===== src/rtl/sramc_pkg.sv =====
`timescale 1ns/1ps
package sramc_pkg;

    typedef enum logic [2:0] {
        ST_IDLE      = 3'd0,
        ST_RD_STROBE = 3'd1,
        ST_WR_SETUP  = 3'd2,
        ST_WR_PULSE  = 3'd3,
        ST_WR_HOLD   = 3'd4,
        ST_TURN      = 3'd5
    } sramc_state_e;

    // Strobe length in cycles: access time rounded up to whole cycles, plus one margin cycle.
    function automatic int unsigned wait_cycles(int unsigned clk_ns, int unsigned acc_ns);
        return (acc_ns + clk_ns - 1) / clk_ns + 1;
    endfunction

endpackage


===== src/rtl/sramc_timer.sv =====
`timescale 1ns/1ps
module sramc_timer #(
    parameter int unsigned CYCLES = 8
) (
    input  logic clk,
    input  logic rst_n,
    input  logic load,
    output logic last
);
    localparam int unsigned CW = $clog2(CYCLES + 1);

    logic [CW-1:0] cnt_q;

    always_ff @(posedge clk or negedge rst_n) begin
        if (!rst_n) begin
            cnt_q <= '0;
        end else if (load) begin
            cnt_q <= CW'(CYCLES - 1);
        end else if (cnt_q != '0) begin
            cnt_q <= cnt_q - 1'b1;
        end
    end

    assign last = (cnt_q == '0);

endmodule


===== src/rtl/sramc_rdcap.sv =====
`timescale 1ns/1ps
module sramc_rdcap #(
    parameter int unsigned DW    = 16,
    parameter int unsigned LANES = DW / 8
) (
    input  logic             clk,
    input  logic             rst_n,
    input  logic             cap,
    input  logic [LANES-1:0] be,
    input  logic [DW-1:0]    d_in,
    output logic [DW-1:0]    rd_data,
    output logic             rd_valid
);
    logic [DW-1:0] masked;

    for (genvar g = 0; g < LANES; g++) begin : g_lane
        assign masked[g*8 +: 8] = be[g] ? d_in[g*8 +: 8] : 8'h00;
    end

    always_ff @(posedge clk or negedge rst_n) begin
        if (!rst_n) begin
            rd_data  <= '0;
            rd_valid <= 1'b0;
        end else begin
            rd_valid <= cap;
            if (cap) begin
                rd_data <= masked;
            end
        end
    end

endmodule


===== src/rtl/sramc_fsm.sv =====
`timescale 1ns/1ps
module sramc_fsm
    import sramc_pkg::*;
#(
    parameter int unsigned AW    = 17,
    parameter int unsigned DW    = 16,
    parameter int unsigned LANES = DW / 8
) (
    input  logic             clk,
    input  logic             rst_n,
    input  logic             req_valid,
    input  logic             req_write,
    input  logic [AW-1:0]    req_addr,
    input  logic [DW-1:0]    req_wdata,
    input  logic [LANES-1:0] req_be,
    input  logic             last,
    output logic             ready,
    output logic             load,
    output logic             cap,
    output logic [LANES-1:0] be_q,
    output logic [AW-1:0]    mem_a,
    output logic             mem_cs_n,
    output logic             mem_rd_n,
    output logic             mem_wr_n,
    output logic [LANES-1:0] mem_lane_sel_n,
    output logic [DW-1:0]    mem_d_out,
    output logic             mem_d_drive
);
    sramc_state_e state_q, state_d;
    logic [AW-1:0] addr_q;
    logic [DW-1:0] wdata_q;
    logic          accept;

    assign accept = (state_q == ST_IDLE) && req_valid;

    // State register and request latch
    always_ff @(posedge clk or negedge rst_n) begin
        if (!rst_n) begin
            state_q <= ST_IDLE;
            addr_q  <= '0;
            wdata_q <= '0;
            be_q    <= '0;
        end else begin
            state_q <= state_d;
            if (accept) begin
                addr_q  <= req_addr;
                wdata_q <= req_wdata;
                be_q    <= req_be;
            end
        end
    end

    // Transitions
    always_comb begin
        state_d = state_q;
        unique case (state_q)
            ST_IDLE:      if (req_valid) state_d = req_write ? ST_WR_SETUP : ST_RD_STROBE;
            ST_RD_STROBE: if (last)      state_d = ST_TURN;
            ST_WR_SETUP:                 state_d = ST_WR_PULSE;
            ST_WR_PULSE:  if (last)      state_d = ST_WR_HOLD;
            ST_WR_HOLD:                  state_d = ST_TURN;
            ST_TURN:                     state_d = ST_IDLE;
            default:                     state_d = ST_IDLE;
        endcase
    end

    // Outputs decoded from state
    always_comb begin
        ready       = 1'b0;
        load        = 1'b0;
        cap         = 1'b0;
        mem_cs_n    = 1'b1;
        mem_rd_n    = 1'b1;
        mem_wr_n    = 1'b1;
        mem_d_drive = 1'b0;
        unique case (state_q)
            ST_IDLE: begin
                ready = 1'b1;
                load  = req_valid && !req_write;
            end
            ST_RD_STROBE: begin
                mem_cs_n = 1'b0;
                mem_rd_n = 1'b0;
                cap      = last;
            end
            ST_WR_SETUP: begin
                mem_cs_n    = 1'b0;
                mem_d_drive = 1'b1;
                load        = 1'b1;
            end
            ST_WR_PULSE: begin
                mem_cs_n    = 1'b0;
                mem_d_drive = 1'b1;
                mem_wr_n    = 1'b0;
            end
            ST_WR_HOLD: begin
                mem_cs_n    = 1'b0;
                mem_d_drive = 1'b1;
            end
            ST_TURN: begin
            end
            default: begin
            end
        endcase
    end

    assign mem_a          = addr_q;
    assign mem_d_out      = wdata_q;
    assign mem_lane_sel_n = mem_cs_n ? {LANES{1'b1}} : ~be_q;

endmodule


===== src/rtl/sram_async_ctl.sv =====
`timescale 1ns/1ps
module sram_async_ctl #(
    parameter int unsigned AW        = 17,
    parameter int unsigned DW        = 16,
    parameter int unsigned CLK_NS    = 10,
    parameter int unsigned ACCESS_NS = 70
) (
    input  logic                clk,
    input  logic                rst_n,
    input  logic                req_valid,
    input  logic                req_write,
    input  logic [AW-1:0]       req_addr,
    input  logic [DW-1:0]       req_wdata,
    input  logic [DW/8-1:0]     req_be,
    output logic                ready,
    output logic                rd_valid,
    output logic [DW-1:0]       rd_data,
    output logic [AW-1:0]       mem_a,
    output logic                mem_cs_n,
    output logic                mem_rd_n,
    output logic                mem_wr_n,
    output logic [DW/8-1:0]     mem_lane_sel_n,
    output logic [DW-1:0]       mem_d_out,
    output logic                mem_d_drive,
    input  logic [DW-1:0]       mem_d_in
);
    localparam int unsigned LANES    = DW / 8;
    localparam int unsigned WAIT_CYC = sramc_pkg::wait_cycles(CLK_NS, ACCESS_NS);

    logic             load;
    logic             last;
    logic             cap;
    logic [LANES-1:0] be_q;

    sramc_fsm #(.AW(AW), .DW(DW), .LANES(LANES)) fsm_i (
        .clk            (clk),
        .rst_n          (rst_n),
        .req_valid      (req_valid),
        .req_write      (req_write),
        .req_addr       (req_addr),
        .req_wdata      (req_wdata),
        .req_be         (req_be),
        .last           (last),
        .ready          (ready),
        .load           (load),
        .cap            (cap),
        .be_q           (be_q),
        .mem_a          (mem_a),
        .mem_cs_n       (mem_cs_n),
        .mem_rd_n       (mem_rd_n),
        .mem_wr_n       (mem_wr_n),
        .mem_lane_sel_n (mem_lane_sel_n),
        .mem_d_out      (mem_d_out),
        .mem_d_drive    (mem_d_drive)
    );

    sramc_timer #(.CYCLES(WAIT_CYC)) timer_i (
        .clk   (clk),
        .rst_n (rst_n),
        .load  (load),
        .last  (last)
    );

    sramc_rdcap #(.DW(DW), .LANES(LANES)) rdcap_i (
        .clk      (clk),
        .rst_n    (rst_n),
        .cap      (cap),
        .be       (be_q),
        .d_in     (mem_d_in),
        .rd_data  (rd_data),
        .rd_valid (rd_valid)
    );

endmodule


===== config.mk =====
export PLATFORM = sky130hd
export DESIGN_NAME = sram_async_ctl
export DESIGN_NICKNAME = d
export VERILOG_FILES = /design/src/rtl/sramc_pkg.sv /design/src/rtl/sramc_timer.sv /design/src/rtl/sramc_rdcap.sv /design/src/rtl/sramc_fsm.sv /design/src/rtl/sram_async_ctl.sv
export SDC_FILE = /design/constraint.sdc
export NUM_CORES = 1
export LEC_CHECK = 0
export BUFFER_PORTS_ARGS = -buffer_cell sky130_fd_sc_hd__buf_2
export CORE_MARGIN = 5
export CORE_UTILIZATION = 48
export CTS_BUF_LIST = sky130_fd_sc_hd__clkbuf_2 sky130_fd_sc_hd__clkbuf_4 sky130_fd_sc_hd__clkbuf_8
export CTS_CLUSTER_SIZE = 28
export DETAILED_ROUTE_END_ITERATION = 12
export PLACE_DENSITY = 0.92
export SETUP_SLACK_MARGIN = 0.3
export SLEW_MARGIN = 20
export SYNTH_ARGS = -nofsm -noshare
export SYNTH_HDL_FRONTEND = slang
export SYNTH_HIERARCHICAL = 1
export SYNTH_SLANG_ARGS = --single-unit

===== constraint.sdc =====
create_clock -name clk -period 2.56 [get_ports clk]
set_clock_uncertainty 0.05 [all_clocks]
set_input_delay 0.512 -clock clk [delete_from_list [all_inputs] [get_ports clk]]
set_output_delay 0.512 -clock clk [all_outputs]
set_load 0.005 [all_outputs]

; After elaboration in Yosys (flattened, before gate mapping)
; Index checks and enable logic that the tools add are counted.
[classes]
addsub = 1
muxes = 17
bitwise = 1
multipliers = 0
div_mod_pow = 0
reduce_logical = 10
n_shift = 0
eq_ne = 7
n_lt_le_gt_ge = 0
[ops]
columns = cell, n
row1 = $mux 8, 2
row2 = $pmux 3 s5, 1
row3 = $mux 3, 3
row4 = $mux 4, 2
row5 = $eq 3x2->1 const B, 2
row6 = $mux 1, 6
row7 = $logic_not 4->1, 1
row8 = $mux 2, 2
row9 = $ne 2x1->1 const B, 2
row10 = $reduce_bool 4->1, 1
row11 = $reduce_or 4->1, 1
row12 = $sub 4x1->4 const B, 1
row13 = $eq 3x1->1 const B, 1
row14 = $eq 3x3->1 const B, 1
row15 = $logic_not 3->1, 1
row16 = $reduce_and 3->1, 1
row17 = $reduce_or 3->1, 1
row18 = $logic_and 1x1->1, 2
row19 = $ne 2x2->1 const B, 1
row20 = $not 2->2, 1
row21 = $pmux 1 s2, 1
row22 = $reduce_bool 2->1, 1
row23 = $logic_not 1->1, 1
[word_totals]
romBits = 0
mem_bits_rw = 0
memories = 0
in_bits = 55
latchBits = 0
reg_bits = 59

; Depth between registers and ports, before layout
; Gate-level depths: netlist (run 1).
[depth]
ltp_word = 4
depth_mapped = 8
mapped_depth_nobuf = 7

; Modules after synthesis
; Netlist (run 1), hierarchy kept.
[modules_own_cells]
columns = mod, seq_area_each_um2, n_inst, area_per_inst_um2, cells_each
row1 = sramc_fsm, 950.9, 1, 1549.0, 102
row2 = sramc_rdcap, 425.4, 1, 673.1, 70
row3 = sramc_timer, 100.1, 1, 227.7, 21

; Least setup slack after synthesis (run 1)
; No wires, ideal clock.
[synth_path]
kind = reg-to-reg
startpoint = register timer_i.cnt_q[0]
endpoint = register rdcap_i.rd_data[0]
path_stages_with_launch = 9
t_required_ps = 2427
arrival_ps = 1703
setup_slack_ps = 725
synth_period_minus_slack_ps = 1835
n_path_buf = 1
setup_time_ps = 83
cell_sequence = dfrtp_1 -> inv_1 -> ha_1 -> nor3b_4 -> nand2_1 -> nor3_1 -> buf_4 -> nand3_1 -> o21ai_0
[synth_via]
elab_chain_len = 2
[synth_lines]
columns = item, line
row1 = start: declaration, sramc_timer.sv:12  ; logic [CW-1:0] cnt_q;
row2 = start signal: assignment, sramc_timer.sv:18  ; cnt_q <= CW'(CYCLES - 1);
row3 = start signal: assignment, sramc_timer.sv:20  ; cnt_q <= cnt_q - 1'b1;
row4 = $logic_not 4->1, sramc_timer.sv:24  ; assign last = (cnt_q == '0);
row5 = named net last, sram_async_ctl.sv:31  ; logic last;
row6 = $mux 1, sramc_fsm.sv:76  ; unique case (state_q)
row7 = named net cap, sram_async_ctl.sv:32  ; logic cap;
row8 = end signal: assignment, sramc_rdcap.sv:27  ; rd_data <= masked;
row9 = end: declaration, sramc_rdcap.sv:11  ; output logic [DW-1:0] rd_data,
; The timed path passes the listed nets, and every way through them passes these cells.
; A chain may end at the register's enable or synchronous reset.

; Worst setup path in the final report (run 1)
[layout_path]
startpoint = register fsm_i.state_q[2]
endpoint = output port mem_d_drive
[layout_via]
elab_chain_len = 3
[layout_lines]
columns = item, line
row1 = start: declaration, sramc_fsm.sv:29  ; sramc_state_e state_q, state_d;
row2 = start signal: assignment, sramc_fsm.sv:44  ; state_q <= state_d;
row3 = $eq 3x2->1 or $eq 3x3->1 (tied branches), sramc_fsm.sv:76
row4 = $reduce_or 3->1 (no source line) (*), n/a
row5 = $mux 1 (*), sramc_fsm.sv:76
row6 = end: declaration, sram_async_ctl.sv:24  ; output logic mem_d_drive,
; Mark *: on every way between the ends. The rest lies on a longest branch, timed or not.

==> impl_metrics.csv, run 1 <==
group,metric,value,unit
run_status,status,"completed",
grt,grt_pass1_wl,8.29,mm
logic_synthesis,synth-main-ff-cell,"dfrtp_1",
clock_tree,clkSinkCount,59,
clock_tree,post_cts_buffers,0,
logic_synthesis,synth.top_cell.area_share,0.603,
critical_path,required,2.00,ns
sta,max_slew_margin,0.627,
logic_synthesis,synth.most_common_cell,"dfrtp_1",
placed_design,placed_cell_area,0.00305,mm^2
hold_path,hp-class,"in -> async",
logic_synthesis,synth.distinct_cells,27,
die,start_util,0.486,
logic_synthesis,ys_seq_elements,59,
grt,grt_use_total,0.167,
route,drt-pass1-iter-count,4,
sta,hold_violations,0,
finish,final_nets,364,
power,power_leakage,1.64,nW
logic_synthesis,netlist_area,0.00245,mm^2
route,antenna_left,0,
power,power_density,1140,mW/mm^2
power,ir_drop,0.000547,V
sta,finalSetupViolations,0,
route,drt_wl_total,5.28,mm
die,die-area,0.00663,mm^2
grt,overflow,0,
grt,grt_pass1_vias,1811,
finish,final_area,0.00321,mm^2
route,drc_errors,0,
clock_tree,cts_htree_levels,3,
clock_tree,cts_tree,"built",
route,wl_per_cell,13.8,um
die,rows,26,
sta,tns,0,ns
die,coreArea,0.00504,mm^2
logic_synthesis,synth_warnings,6,
route,vias,1828,
die,fp.dieW,81.4,um
logic_synthesis,ys_top_cells_by_count,"dfrtp_1 (59), mux2_2 (34), inv_1 (21)",
clock_tree,clk_path_buf_depth,2,
sta,grt_setup_unrepaired,"no",
critical_path,cp-start-kind,"flip-flop",
logic_synthesis,yosysSeqAreaShare,0.603,
run,cap_violations,0,
grt,grt_max_degree,36,
logic_synthesis,synth.area.top_cells,"dfrtp_1 (60%), mux2_2 (16%), o21ai_0 (3.9%)",
sta,drv_slew,0,
logic_synthesis,yosysTopAreaCell,"dfrtp_1",
sta,post-route-period-util,0.840,
logic_synthesis,synth-edff-count,0,
route,viasPerCell,4.79,
clock_tree,cts_buffers,9,
clock_tree,clk_pin_slew_worst_paths,0.06,ns
route,drt_iter0_drc,46,
critical_path,r2r-start,"timer_i/cnt_q[0]$_DFFE_PN0P_",
logic_synthesis,postSynthCellCount,193,
die,ios,112,
placed_design,numPortBuffers,111,
sta,post-route-min-period,2.15,ns
critical_path,arrival,1.59,ns
logic_synthesis,syn_nets,249,
clock_tree,root_buffer,"clkbuf_8",
placed_design,place_hpwl,3.92,mm
logic_synthesis,async_reset_ff_frac,1.00,
finish,final_layout_size_suffix_gt1_frac,0.545,
sta,clock.fmax,0.465,GHz
clock_tree,clk_latency,0.32,ns
finish,area_growth,31.2,%
critical_path,crit_start,"fsm_i/state_q[2]$_DFFE_PN0P_",
placed_design,gp_congestion,0.835,
die,die_height,81.4,um
finish,n_antenna_cell,0,
logic_synthesis,syn_avg_cell_area,12.7,um^2
critical_path,endpoint_kind,"output port",
grt,antenna_found_initial,0,
critical_path,cp_max_fo,11,
critical_path,critPathKind,"reg -> out",
sta,worstMarginPinSlew,0.560,ns
-- worst paths after layout --
check	to	slack (ns)	cells past startpoint
min reg2reg	fsm_i/mem_d_out[9]$_DFFE_PN0P_	0.44	1
max	mem_d_drive	0.41	3
min	timer_i/cnt_q[0]$_DFFE_PN0P_	0.13	1
min in group clk	fsm_i/mem_d_out[9]$_DFFE_PN0P_	0.37	2
max in group asynchronous	fsm_i/mem_d_out[13]$_DFFE_PN0P_	1.59	2
max reg2reg	rdcap_i/rd_data[1]$_DFFE_PN0P_	0.62	8
-- power by group --
group | internal (mW) | switching [mW] | total, mW
combinational | 0.736 | 0.562 | 1.30
sequential | 1.37 | 0.308 | 1.68
clock | 0.388 | 0.316 | 0.704
-- per-stage QoR --
step / hold slack (ns) / total power [mW] / setup WS, ns / utilization / instances
2_1_floorplan: 0.166 / 2.38 / 0.725 / - / 193
3_3_place_gp: 0.419 / 2.92 / 0.755 / 0.604 / 367
3_5_place_dp: 0.429 / 3.00 / 0.656 / 0.604 / 367
4_1_cts: 0.141 / 3.73 / 0.391 / 0.637 / 382
5_1_grt: 0.183 / 3.96 / 0.314 / 0.637 / 382
6_report: 0.133 / 3.68 / 0.410 / 0.637 / 382
-- cell families (layout without fill, tap and decap cells) --
kind of cell,count (synthesis),in the layout,share of synthesized area
mux,38,38,0.174
buf+inv,32,151,0.0654
fa+ha+maj,1,1,0.00511
compound gates,24,24,0.0562
flops,59,59,0.603
simple gates,39,39,0.0970
-- repair_timing --
item | in CTS | in global routing
resized for setup | 0 | 1
hold buffers | 0 | 0
endpoints found under the setup margin | 0 | 3
-- area by class of cell --
class,count,area [um^2]
Sequential cell,59,1480
Inverter,21,78.8
Clock inverter,3,15.0
Fill cell,412,1830
Clock buffer,12,153
Timing Repair Buffer,115,586
Tap cell,70,87.6
Multi-Input combinational cell,102,818
-- worst max-delay path: stages (launching register included) --
cell     delay (ns)
dfrtp_1        0.57
or3b_2         0.49
o21ai_0        0.08
buf_2          0.14
-- sequential cells by signal, summed over array words and instances, names as in the netlist --
| name | flops |
|---|---|
| fsm_i/mem_a | 17 |
| fsm_i/mem_d_out | 16 |
| fsm_i/be_q | 2 |
| fsm_i/state_q | 3 |
| rdcap_i/rd_valid | 1 |
| rdcap_i/rd_data | 16 |
| timer_i/cnt_q | 4 |
-- per-layer routing --
layer | vias up | share of wire | GRT usage
met4 | 0 | 0.015 | 0.0760
met5 | - | 0 | 0
met2 | 92 | 0.47 | 0.277
li1 | 883 | - | -
met1 | 844 | 0.40 | 0.198
met3 | 9 | 0.11 | 0.0537
-- placed cells by master, fill, tap and decap left out, types with 2 or more instances in the layout --
master | synthesis | final
mux2_1 | 2 | 2
nand3b_1 | 2 | 2
buf_4 | 2 | 4
dfrtp_1 | 59 | 59
clkbuf_8 | 0 | 10
clkbuf_4 | 0 | 2
mux2_2 | 34 | 34
inv_1 | 21 | 21
nor2_1 | 4 | 4
nor2b_1 | 4 | 4
o21ai_0 | 19 | 18
buf_2 | 2 | 111
nor3_1 | 3 | 2
nand2_1 | 3 | 3
mux2i_1 | 2 | 2
nand3_1 | 18 | 18
clkinv_2 | 0 | 3
(Power assumes the default switching activity.)
==> run 2: changes to the inputs <==
- CORE_UTILIZATION: 48 -> 43
- PLACE_DENSITY: 0.92 -> 0.87
- clock period: 2.56 -> 1.8 ns (I/O delays scaled with it)
==> run 2 against run 1 <==
Net effect:
- the run now ends with setup timing left
- sequential cell count unchanged
- final area increased by 32%
- sequential share of layout area decreased by 11 points
- non-clock buffer count increased by 40
- first-iteration DRC count increased by 91%
- combinational power increased to 2.5 times the previous value
- via count increased by 19%
- utilization increased by 14 points
- sequential power increased by 46%
- register-to-register slack got worse by 0.69 ns
- wire length increased by 49%
- largest cell class unchanged
==> impl_metrics.csv, run 2 (synthesis gave the netlist of run 1 again) <==
group,metric,value,unit
grt,grt_max_degree,60,
clock_tree,clk_path_buf_depth,2,
placed_design,numPortBuffers,111,
die,start_util,0.445,
sta,max_slew_margin,0.655,
power,ir_drop,0.000896,V
power,p_sw,2.27,mW
critical_path,crit_start,"fsm_i/state_q[0]$_DFFE_PN0P_",
run_status,status,"finished, violations left",
finish,area_growth,73.6,%
sta,hold_violations,0,
hold_path,hp-class,"in -> reg",
clock_tree,cts_buffers,9,
power,p_int,4.74,mW
clock_tree,clk_latency,0.32,ns
placed_design,placed_cell_area,0.00312,mm^2
clock_tree,clkSinkCount,59,
finish,final_cell_mix,"buf_2 (108), dfrtp_1 (56), mux2_4 (35)",
placed_design,gp_congestion,0.746,
critical_path,arrival,2.03,ns
run_status,violations,"setup timing",
clock_tree,clk_pin_slew_worst_paths,0.07,ns
route,viasPerCell,5.10,
critical_path,cp-start-kind,"flip-flop",
placed_design,place_hpwl,4.18,mm
route,drc_errors,0,
die,die-area,0.00731,mm^2
sta,worst_slack,-0.0676,ns
sta,worstMarginPinSlew,0.517,ns
grt,grt_use_total,0.212,
run,cap_violations,0,
power,total_power,7.01,mW
route,wl_per_cell,18.5,um
critical_path,critPathKind,"reg -> reg",
die,rows,27,
grt,antenna_found_initial,0,
power,power_density,1650,mW/mm^2
finish,utilization,0.773,
power,power_leakage,2.10,nW
sta,finalSetupViolations,39,
route,drt_wl_total,7.88,mm
placed_design,dpl_worst_slack,0.0824,ns
grt,grt_pass1_vias,2361,
route,wl_met2,4.11,mm
hold_path,holdCritStartpoint,"req_addr[3]",
sta,clock.fmax,0.535,GHz
critical_path,endpoint_kind,"flip-flop",
route,vias,2167,
sta,post-route-min-period,1.87,ns
die,ios,112,
route,wl_met1,3.07,mm
die,die_height,85.5,um
finish,final_nets,404,
critical_path,required,1.96,ns
clock_tree,root_buffer,"clkbuf_8",
route,drt_iter0_drc,88,
critical_path,r2r-start,"fsm_i/state_q[0]$_DFFE_PN0P_",
sta,drv_slew,0,
grt,grt_pass1_wl,12.0,mm
power,p_clk_frac,0.181,
sta,grt_setup_unrepaired,"yes",
route,antenna_left,0,
route,drt-pass1-iter-count,4,
grt,overflow,0,
finish,final_layout_size_suffix_gt1_frac,0.714,
die,fp.dieW,85.5,um
finish,final_area,0.00425,mm^2
clock_tree,cts_tree,"built",
power,seqPwrFrac,0.351,
power,p_sw_frac,0.324,
clock_tree,cts_htree_levels,3,
finish,largest_reg_flops,17,
die,coreArea,0.00551,mm^2
route,wl_met3,608,um
finish,final_common_cell,"buf_2",
power,power_frac_comb,0.468,
route,routed.top_layer,"met4",
sta,post-route-period-util,1.04,
critical_path,cp_max_fo,8,
finish,n_antenna_cell,0,
run 2: power by group through the flow:
stage	clock network (mW)	registers [mW]	logic (mW)
after floorplan	0	2.33	1.14
final	1.27	2.46	3.28
after global placement	0	2.36	1.90
after detailed placement	0	2.40	1.99
after CTS	1.29	2.40	2.95
after global routing	1.36	2.55	3.52
run 2: path summary, 6_finish.rpt:
check	slack (ns)	to	cells past startpoint
min reg2reg	0.46	fsm_i/mem_d_out[1]$_DFFE_PN0P_	1
min	0.21	fsm_i/mem_a[3]$_DFFE_PN0P_	2
max reg2reg	-0.07	fsm_i/be_q[0]$_DFFE_PN0P_	7
min in group asynchronous	0.50	fsm_i/state_q[2]$_DFFE_PN0P_	3
max in group asynchronous	0.91	fsm_i/mem_a[0]$_DFFE_PN0P_	3
max	-0.07	fsm_i/be_q[0]$_DFFE_PN0P_	7
run 2: critical path, cell delays in order (launching register included):
cell and delay [ns]:
dfrtp_2 0.45, buf_6 0.14, nor4b_4 0.29, buf_4 0.16, buf_6 0.11, buf_12 0.11
buf_16 0.14, mux2_4 0.30
run 2: area by class of cell:
| cell class | instances | area [um^2] |
|---|---|---|
| clock inverters | 4 | 47.5 |
| fillers | 298 | 1250 |
| well taps | 72 | 90.1 |
| inverters | 21 | 78.8 |
| repair buffers | 155 | 1270 |
| flip-flops and latches | 59 | 1480 |
| multi-input cells | 102 | 1120 |
| clock buffers | 12 | 165 |
run 2: repair_timing:
| item | CTS | global route |
|---|---|---|
| resized for setup | 78 | 32 |
| buffers inserted | 20 | 8 |
| endpoints found under the setup margin | 60 | 65 |
| hold buffers | 1 | 0 |
| pin swaps | 15 | 9 |
| gates cloned | 10 | 0 |
| endpoints found under the hold margin | 59 | 0 |
run 2: per-layer routing:
layer	up-vias	global-route usage
met5	-	0
met4	0	0.0633
met3	10	0.0583
met2	108	0.372
met1	1070	0.253
li1	979	-
run 2: per-stage QoR:
step / hold WS (ns) / setup TNS [ns] / cells
after floorplan: 0.0144 / 0 / 193
after global placement: 0.332 / 0 / 370
after detailed placement: 0.334 / 0 / 370
after CTS: 0.202 / -0.0944 / 417
after global routing: 0.204 / -5.31 / 425
final: 0.214 / -1.76 / 425
